==> config.mk <==
export PLATFORM = sky130hd
export DESIGN_NAME = i2c_ia_arbiter
export DESIGN_NICKNAME = d
export VERILOG_FILES = /design/src/rtl/i2c_ia_pkg.sv /design/src/rtl/ia_pend.sv /design/src/rtl/ia_cond.sv /design/src/rtl/ia_pick.sv /design/src/rtl/ia_hold.sv /design/src/rtl/i2c_ia_arbiter.sv
export SDC_FILE = /design/constraint.sdc
export NUM_CORES = 1
export LEC_CHECK = 0
export ABC_AREA = 1
export BUFFER_PORTS_ARGS = -buffer_cell sky130_fd_sc_hd__buf_2
export CAP_MARGIN = 20
export CORE_MARGIN = 4
export CORE_UTILIZATION = 43
export DETAILED_ROUTE_END_ITERATION = 12
export PLACE_DENSITY = 0.76
export SYNTH_ARGS = -nofsm -noshare
export SYNTH_HDL_FRONTEND = slang
export SYNTH_SLANG_ARGS = --single-unit
==> constraint.sdc <==
create_clock -name clk -period 1.98 [get_ports clk]
set_clock_uncertainty 0.15 [all_clocks]
set_input_delay 0.198 -clock clk [delete_from_list [all_inputs] [get_ports clk]]
set_output_delay 0.198 -clock clk [all_outputs]
set_load 0.02 [all_outputs]
==> src/rtl/i2c_ia_pkg.sv <==
package i2c_ia_pkg;
  localparam int IA_N       = 11;
  localparam int IA_STOP    = 0;
  localparam int IA_ABORT   = 1;
  localparam int IA_CONT    = 2;
  localparam int IA_NACK    = 3;
  localparam int IA_ACK     = 4;
  localparam int IA_ADDR_RD = 5;
  localparam int IA_ADDR_WR = 6;
  localparam int IA_START   = 7;
  localparam int IA_TXDATA  = 8;
  localparam int IA_RXDATA  = 9;
  localparam int IA_NONE    = 10;

  // commands that may be issued early and held
  localparam int PEND_N     = 5;
  localparam int P_STOP     = 0;
  localparam int P_CONT     = 1;
  localparam int P_NACK     = 2;
  localparam int P_ACK      = 3;
  localparam int P_START    = 4;

  typedef logic [IA_N-1:0]   ia_vec_t;
  typedef logic [PEND_N-1:0] pend_vec_t;

  function automatic int pend_to_ia(input int p);
    case (p)
      P_STOP:  return IA_STOP;
      P_CONT:  return IA_CONT;
      P_NACK:  return IA_NACK;
      P_ACK:   return IA_ACK;
      default: return IA_START;
    endcase
  endfunction
endpackage

==> src/rtl/ia_pend.sv <==
module ia_pend #(
  parameter int N = 5
) (
  input  logic         clk,
  input  logic         rst_n,
  input  logic [N-1:0] cmd,
  input  logic [N-1:0] consume,
  output logic [N-1:0] pend
);
  for (genvar i = 0; i < N; i++) begin : g_bit
    always_ff @(posedge clk) begin
      if (!rst_n) pend[i] <= 1'b0;
      else        pend[i] <= (pend[i] | cmd[i]) & ~consume[i];
    end
  end
endmodule

==> src/rtl/ia_cond.sv <==
module ia_cond
  import i2c_ia_pkg::*;
(
  input  pend_vec_t pend,
  input  pend_vec_t cmd,
  input  logic      cmd_abort,
  input  logic      auto_ack,
  input  logic      tx_valid,
  input  logic      tx_is_addr,
  input  logic      tx_rw,
  input  logic      rx_space,
  output ia_vec_t   cond
);
  pend_vec_t have;
  assign have = pend | cmd;

  always_comb begin
    cond             = '0;
    cond[IA_STOP]    = have[P_STOP];
    cond[IA_ABORT]   = cmd_abort;
    cond[IA_CONT]    = have[P_CONT];
    cond[IA_NACK]    = have[P_NACK];
    cond[IA_ACK]     = have[P_ACK] | auto_ack;
    cond[IA_ADDR_RD] = tx_valid & tx_is_addr & tx_rw;
    cond[IA_ADDR_WR] = tx_valid & tx_is_addr & ~tx_rw;
    cond[IA_START]   = have[P_START];
    cond[IA_TXDATA]  = tx_valid & ~tx_is_addr;
    cond[IA_RXDATA]  = rx_space;
    cond[IA_NONE]    = 1'b1;
  end
endmodule

==> src/rtl/ia_pick.sv <==
module ia_pick #(
  parameter int N = 11
) (
  input  logic [N-1:0] req,
  output logic [N-1:0] grant,
  output logic         any
);
  logic [N:0] above;
  assign above[0] = 1'b0;
  for (genvar i = 0; i < N; i++) begin : g_chain
    assign grant[i]   = req[i] & ~above[i];
    assign above[i+1] = above[i] | req[i];
  end
  assign any = above[N];
endmodule

==> src/rtl/ia_hold.sv <==
module ia_hold #(
  parameter int N = 11
) (
  input  logic         clk,
  input  logic         rst_n,
  input  logic         need,
  input  logic         any,
  input  logic [N-1:0] grant,
  input  logic         irq_clr,
  output logic         take,
  output logic         sel_valid,
  output logic [N-1:0] sel_onehot,
  output logic         scl_hold,
  output logic         irq_hold
);
  logic live;
  logic hold_nxt;

  assign live     = need & ~sel_valid;
  assign take     = live & any;
  assign hold_nxt = live & ~any;

  always_ff @(posedge clk) begin
    if (!rst_n) begin
      sel_valid  <= 1'b0;
      sel_onehot <= '0;
      scl_hold   <= 1'b0;
      irq_hold   <= 1'b0;
    end else begin
      sel_valid  <= take;
      sel_onehot <= take ? grant : '0;
      scl_hold   <= hold_nxt;
      if (hold_nxt && !scl_hold) irq_hold <= 1'b1;
      else if (irq_clr)          irq_hold <= 1'b0;
    end
  end
endmodule

==> src/rtl/i2c_ia_arbiter.sv <==
module i2c_ia_arbiter
  import i2c_ia_pkg::*;
(
  input  logic            clk,
  input  logic            rst_n,
  input  logic            need_valid,
  input  logic [IA_N-1:0] need_mask,
  input  logic            cmd_stop,
  input  logic            cmd_abort,
  input  logic            cmd_cont,
  input  logic            cmd_nack,
  input  logic            cmd_ack,
  input  logic            cmd_start,
  input  logic            auto_ack,
  input  logic            tx_valid,
  input  logic            tx_is_addr,
  input  logic            tx_rw,
  input  logic            rx_space,
  input  logic            irq_clr,
  output logic            sel_valid,
  output logic [IA_N-1:0] sel_onehot,
  output logic            scl_hold,
  output logic            irq_hold
);
  pend_vec_t cmd_vec, pend, consume;
  ia_vec_t   cond, grant;
  logic      any, take;

  always_comb begin
    cmd_vec          = '0;
    cmd_vec[P_STOP]  = cmd_stop;
    cmd_vec[P_CONT]  = cmd_cont;
    cmd_vec[P_NACK]  = cmd_nack;
    cmd_vec[P_ACK]   = cmd_ack;
    cmd_vec[P_START] = cmd_start;
  end

  for (genvar p = 0; p < PEND_N; p++) begin : g_consume
    assign consume[p] = take & grant[pend_to_ia(p)];
  end

  ia_pend #(.N(PEND_N)) u_pend (
    .clk(clk), .rst_n(rst_n), .cmd(cmd_vec), .consume(consume), .pend(pend)
  );

  ia_cond u_cond (
    .pend(pend), .cmd(cmd_vec), .cmd_abort(cmd_abort), .auto_ack(auto_ack),
    .tx_valid(tx_valid), .tx_is_addr(tx_is_addr), .tx_rw(tx_rw),
    .rx_space(rx_space), .cond(cond)
  );

  ia_pick #(.N(IA_N)) u_pick (
    .req(cond & need_mask), .grant(grant), .any(any)
  );

  ia_hold #(.N(IA_N)) u_hold (
    .clk(clk), .rst_n(rst_n), .need(need_valid), .any(any), .grant(grant),
    .irq_clr(irq_clr), .take(take), .sel_valid(sel_valid),
    .sel_onehot(sel_onehot), .scl_hold(scl_hold), .irq_hold(irq_hold)
  );
endmodule

==> impl_metrics.env <==
export IMPL_outcome="complete, no violations"
export IMPL_cp_arrival_ns=1.81
export IMPL_slowest_stage="dfxtp_1"
export IMPL_pin_count=40
export IMPL_worst_setup_path_start_kind="flip-flop"
export IMPL_dp_final_hpwl_um=1420
export IMPL_hp_start="irq_clr"
export IMPL_dieArea_um2=2590
export IMPL_layout_area_overhead_vs_synth_pct=34.5
export IMPL_drc=0
export IMPL_synth_area_leaders="dfxtp_1 48%, nor2_1 11%, inv_1 7.6%"
export IMPL_cts_tree="yes"
export IMPL_via_per_inst=4.62
export IMPL_synth_async_sr_flop_share_pct=0
export IMPL_grt_pass1_vias=716
export IMPL_gr_usage_met3_pct=3.50
export IMPL_layout_cells_non_filler=172
export IMPL_fin_crit_sh_pct=89.4
export IMPL_cts_buffer_depth=2
export IMPL_avgRoutedWirePerCell_um=9.97
export IMPL_layout_drive_gt1_share_pct=34.7
export IMPL_stdcell_area_um2=1060
export IMPL_first_pass_iters=4
export IMPL_gp_congestion=0.743
export IMPL_place_port_buffers=39
export IMPL_fin_crit_ns=1.77
export IMPL_reg2regPathDepth=8
export IMPL_fin_total_pwr_w=0.000695
export IMPL_reg2reg_slack_ns=0.21
export IMPL_slew_violations=0
export IMPL_synth_cell_types=19
export IMPL_reg2reg_from="u_pend.pend[0]"
export IMPL_cts_repair_resized=0
export IMPL_ys_warnings_count=0
export IMPL_root_buffer="clkbuf_4"
export IMPL_hold_violations=0
export IMPL_vias=795
export IMPL_dieHeight_um=50.9
export IMPL_dpl_cell_area_um2=1020
export IMPL_crit_family="simple AND/OR/NAND/NOR gates"
export IMPL_fmax_mhz=565
export IMPL_synth_cells=102
export IMPL_maxCapViolations=0
export IMPL_preCtsSetupSlack_ns=0.180
export IMPL_ant_nets=0
export IMPL_synth_area_leader_cell="dfxtp_1"
export IMPL_track_usage_pct=13.8
export IMPL_rsz0062_at_grt="no"
export IMPL_tightestPinTransition_ns=0.427
export IMPL_slowest_delay_ns=0.33
export IMPL_cp_cell_sequence="o21ai_2, nand3_2, nor2_2, nand4_2, nor2_4, nand4_4, nand2_2, nor2_1"
export IMPL_path_class="flip-flop to flip-flop"
export IMPL_overflow=0
export IMPL_rows=15
export IMPL_grt_pass1_wl_um=2660
export IMPL_grt_most_used_layer="met2"
export IMPL_synthTopCellsByCount="24 x nor2_1, 19 x dfxtp_1, 16 x inv_1, 14 x nand2_1, 9 x nand3_1"
export IMPL_max_vdd_ir_drop_v=0.000433
export IMPL_setup_viol=0
export IMPL_core_area_um2=1730
export IMPL_power_leakage_nw=0.572
export IMPL_clock_sinks=19
export IMPL_cp_required_ns=2.02
export IMPL_hold_end="u_hold.irq_hold"
export IMPL_grt_use_met1_pct=14.7
export IMPL_min_path_type="input pin to flip-flop"
export IMPL_yosysMostFrequentCell="nor2_1"
export IMPL_ys_seq_elements=19
export IMPL_clock_latency_ns=0.29
export IMPL_synthFlopType="dfxtp_1"
export IMPL_ys_seq_area_share_pct=48.2
export IMPL_fin_setup_tns_ns=0
export IMPL_synth_nets=128
export IMPL_r2r_end="u_hold.sel_onehot[8]"
export IMPL_cts_made_buffers=3
export IMPL_endpoint_kind="flip-flop"
export IMPL_initial_core_util_pct=45.7
export IMPL_dpl_cell_count=166
export IMPL_first_iter_violations=4
export IMPL_grt_util_met2_pct=23.3
export IMPL_synth_top_area_share_pct=48.2
export IMPL_fin_ws_ns=0.210
export IMPL_powerDensity_nw_per_um2=655
export IMPL_critPathBufInv=0
export IMPL_holdPathStages=3
export IMPL_avgSynthCellArea_um2=7.74
export IMPL_clk_pin_slew_ns=0.10
export IMPL_relSlewSlack_pct=71.5
export IMPL_synth_edf_count=0
export IMPL_die_w_um=50.9
export IMPL_nFillCells=162
export IMPL_nets=174
export IMPL_critPathMaxFanout=7
export IMPL_wl_um=1720
export IMPL_grt_max_degree=11
export IMPL_htree_levels=1
export IMPL_antenna_found_initial=0
export IMPL_netlist_area_um2=790
export IMPL_antenna_cells=0
## layout make-up
cell class	count	area [µm²]	share of cell area (%)
sequential	19	380	35.8
multi-input combinational	66	345	32.5
timing repair buffer	41	215	20.3
inverter	17	63.8	6.01
tap	25	31.3	2.94
clock buffer	4	26.3	2.47
## cell usage in the layout, fill, tap and decap left out, types with 2 or more instances in the layout
master         instances
inv_1                 16
nor2_1                24
nand2_1               14
nor3_1                 4
dlygate4sd3_1          2
nand3_1                9
dfxtp_1               19
nand3b_1               2
nand4_1                2
nor2_4                 2
buf_2                 39
clkbuf_4               3
## kinds of logic after synthesis
| family | Yosys count | synth area share, % |
|---|---|---|
| buffers and inverters | 17 | 8.08 |
| and+or+nand+nor | 62 | 39.8 |
| AOI/OAI and AO/OA | 4 | 3.96 |
| DFF | 19 | 48.2 |
## through the flow
step,hold WS (ns),utilization (%)
floorplan,0.191,-
global placement,0.295,58.8
detailed placement,0.301,58.8
CTS,0.00236,60.4
global route,0.0161,61.5
finish,0.000396,61.5
## power breakdown
group | internal (W) | leakage, nW | switching [W]
clock | 0.0000784 | 0.0150 | 0.000109
sequential | 0.000394 | 0.155 | 0.00000541
combinational | 0.0000445 | 0.402 | 0.0000633
total | 0.000517 | 0.572 | 0.000178
## timing repair
item | in CTS | in global routing
buffers inserted | 0 | 0
hold endpoints to repair | 0 | 1
setup endpoints to repair | 0 | 0
hold buffers | 0 | 2
## flip-flops by register name (all words and copies together) (netlist names)
name / cells
u_hold.sel_onehot: 11
u_hold.scl_hold: 1
u_hold.irq_hold: 1
u_pend.pend: 5
u_hold.sel_valid: 1
## worst max path at each step
stage / startpoint / end / cells past startpoint
6_report: u_pend.pend[0] / u_hold.sel_onehot[8] / 8
5_1_grt: u_pend.pend[1] / u_pend.pend[1] / 9
4_1_cts: u_pend.pend[0] / u_hold.sel_onehot[1] / 8
3_5_place_dp: cmd_stop / u_hold.sel_onehot[1] / 9
3_3_place_gp: cmd_stop / u_hold.sel_onehot[6] / 9
2_1_floorplan: u_pend.pend[1] / u_hold.sel_onehot[0] / 8
## metal layers
| layer | part of all wire [%] | wire (µm) |
|---|---|---|
| met1 | 41 | 698 |
| met2 | 47 | 814 |
| met3 | 8.4 | 144 |
| met4 | 3.3 | 57 |
| met5 | 0 | 0 |
## worst register-to-register path, cell delays in order (launching register included)
cell,delay [ns]
dfxtp_1,0.33
o21ai_2,0.20
nand3_2,0.13
nor2_2,0.15
nand4_2,0.14
nor2_4,0.18
nand4_4,0.17
nand2_2,0.17
nor2_1,0.06
No activity file was read; power rests on OpenSTA's default activity.
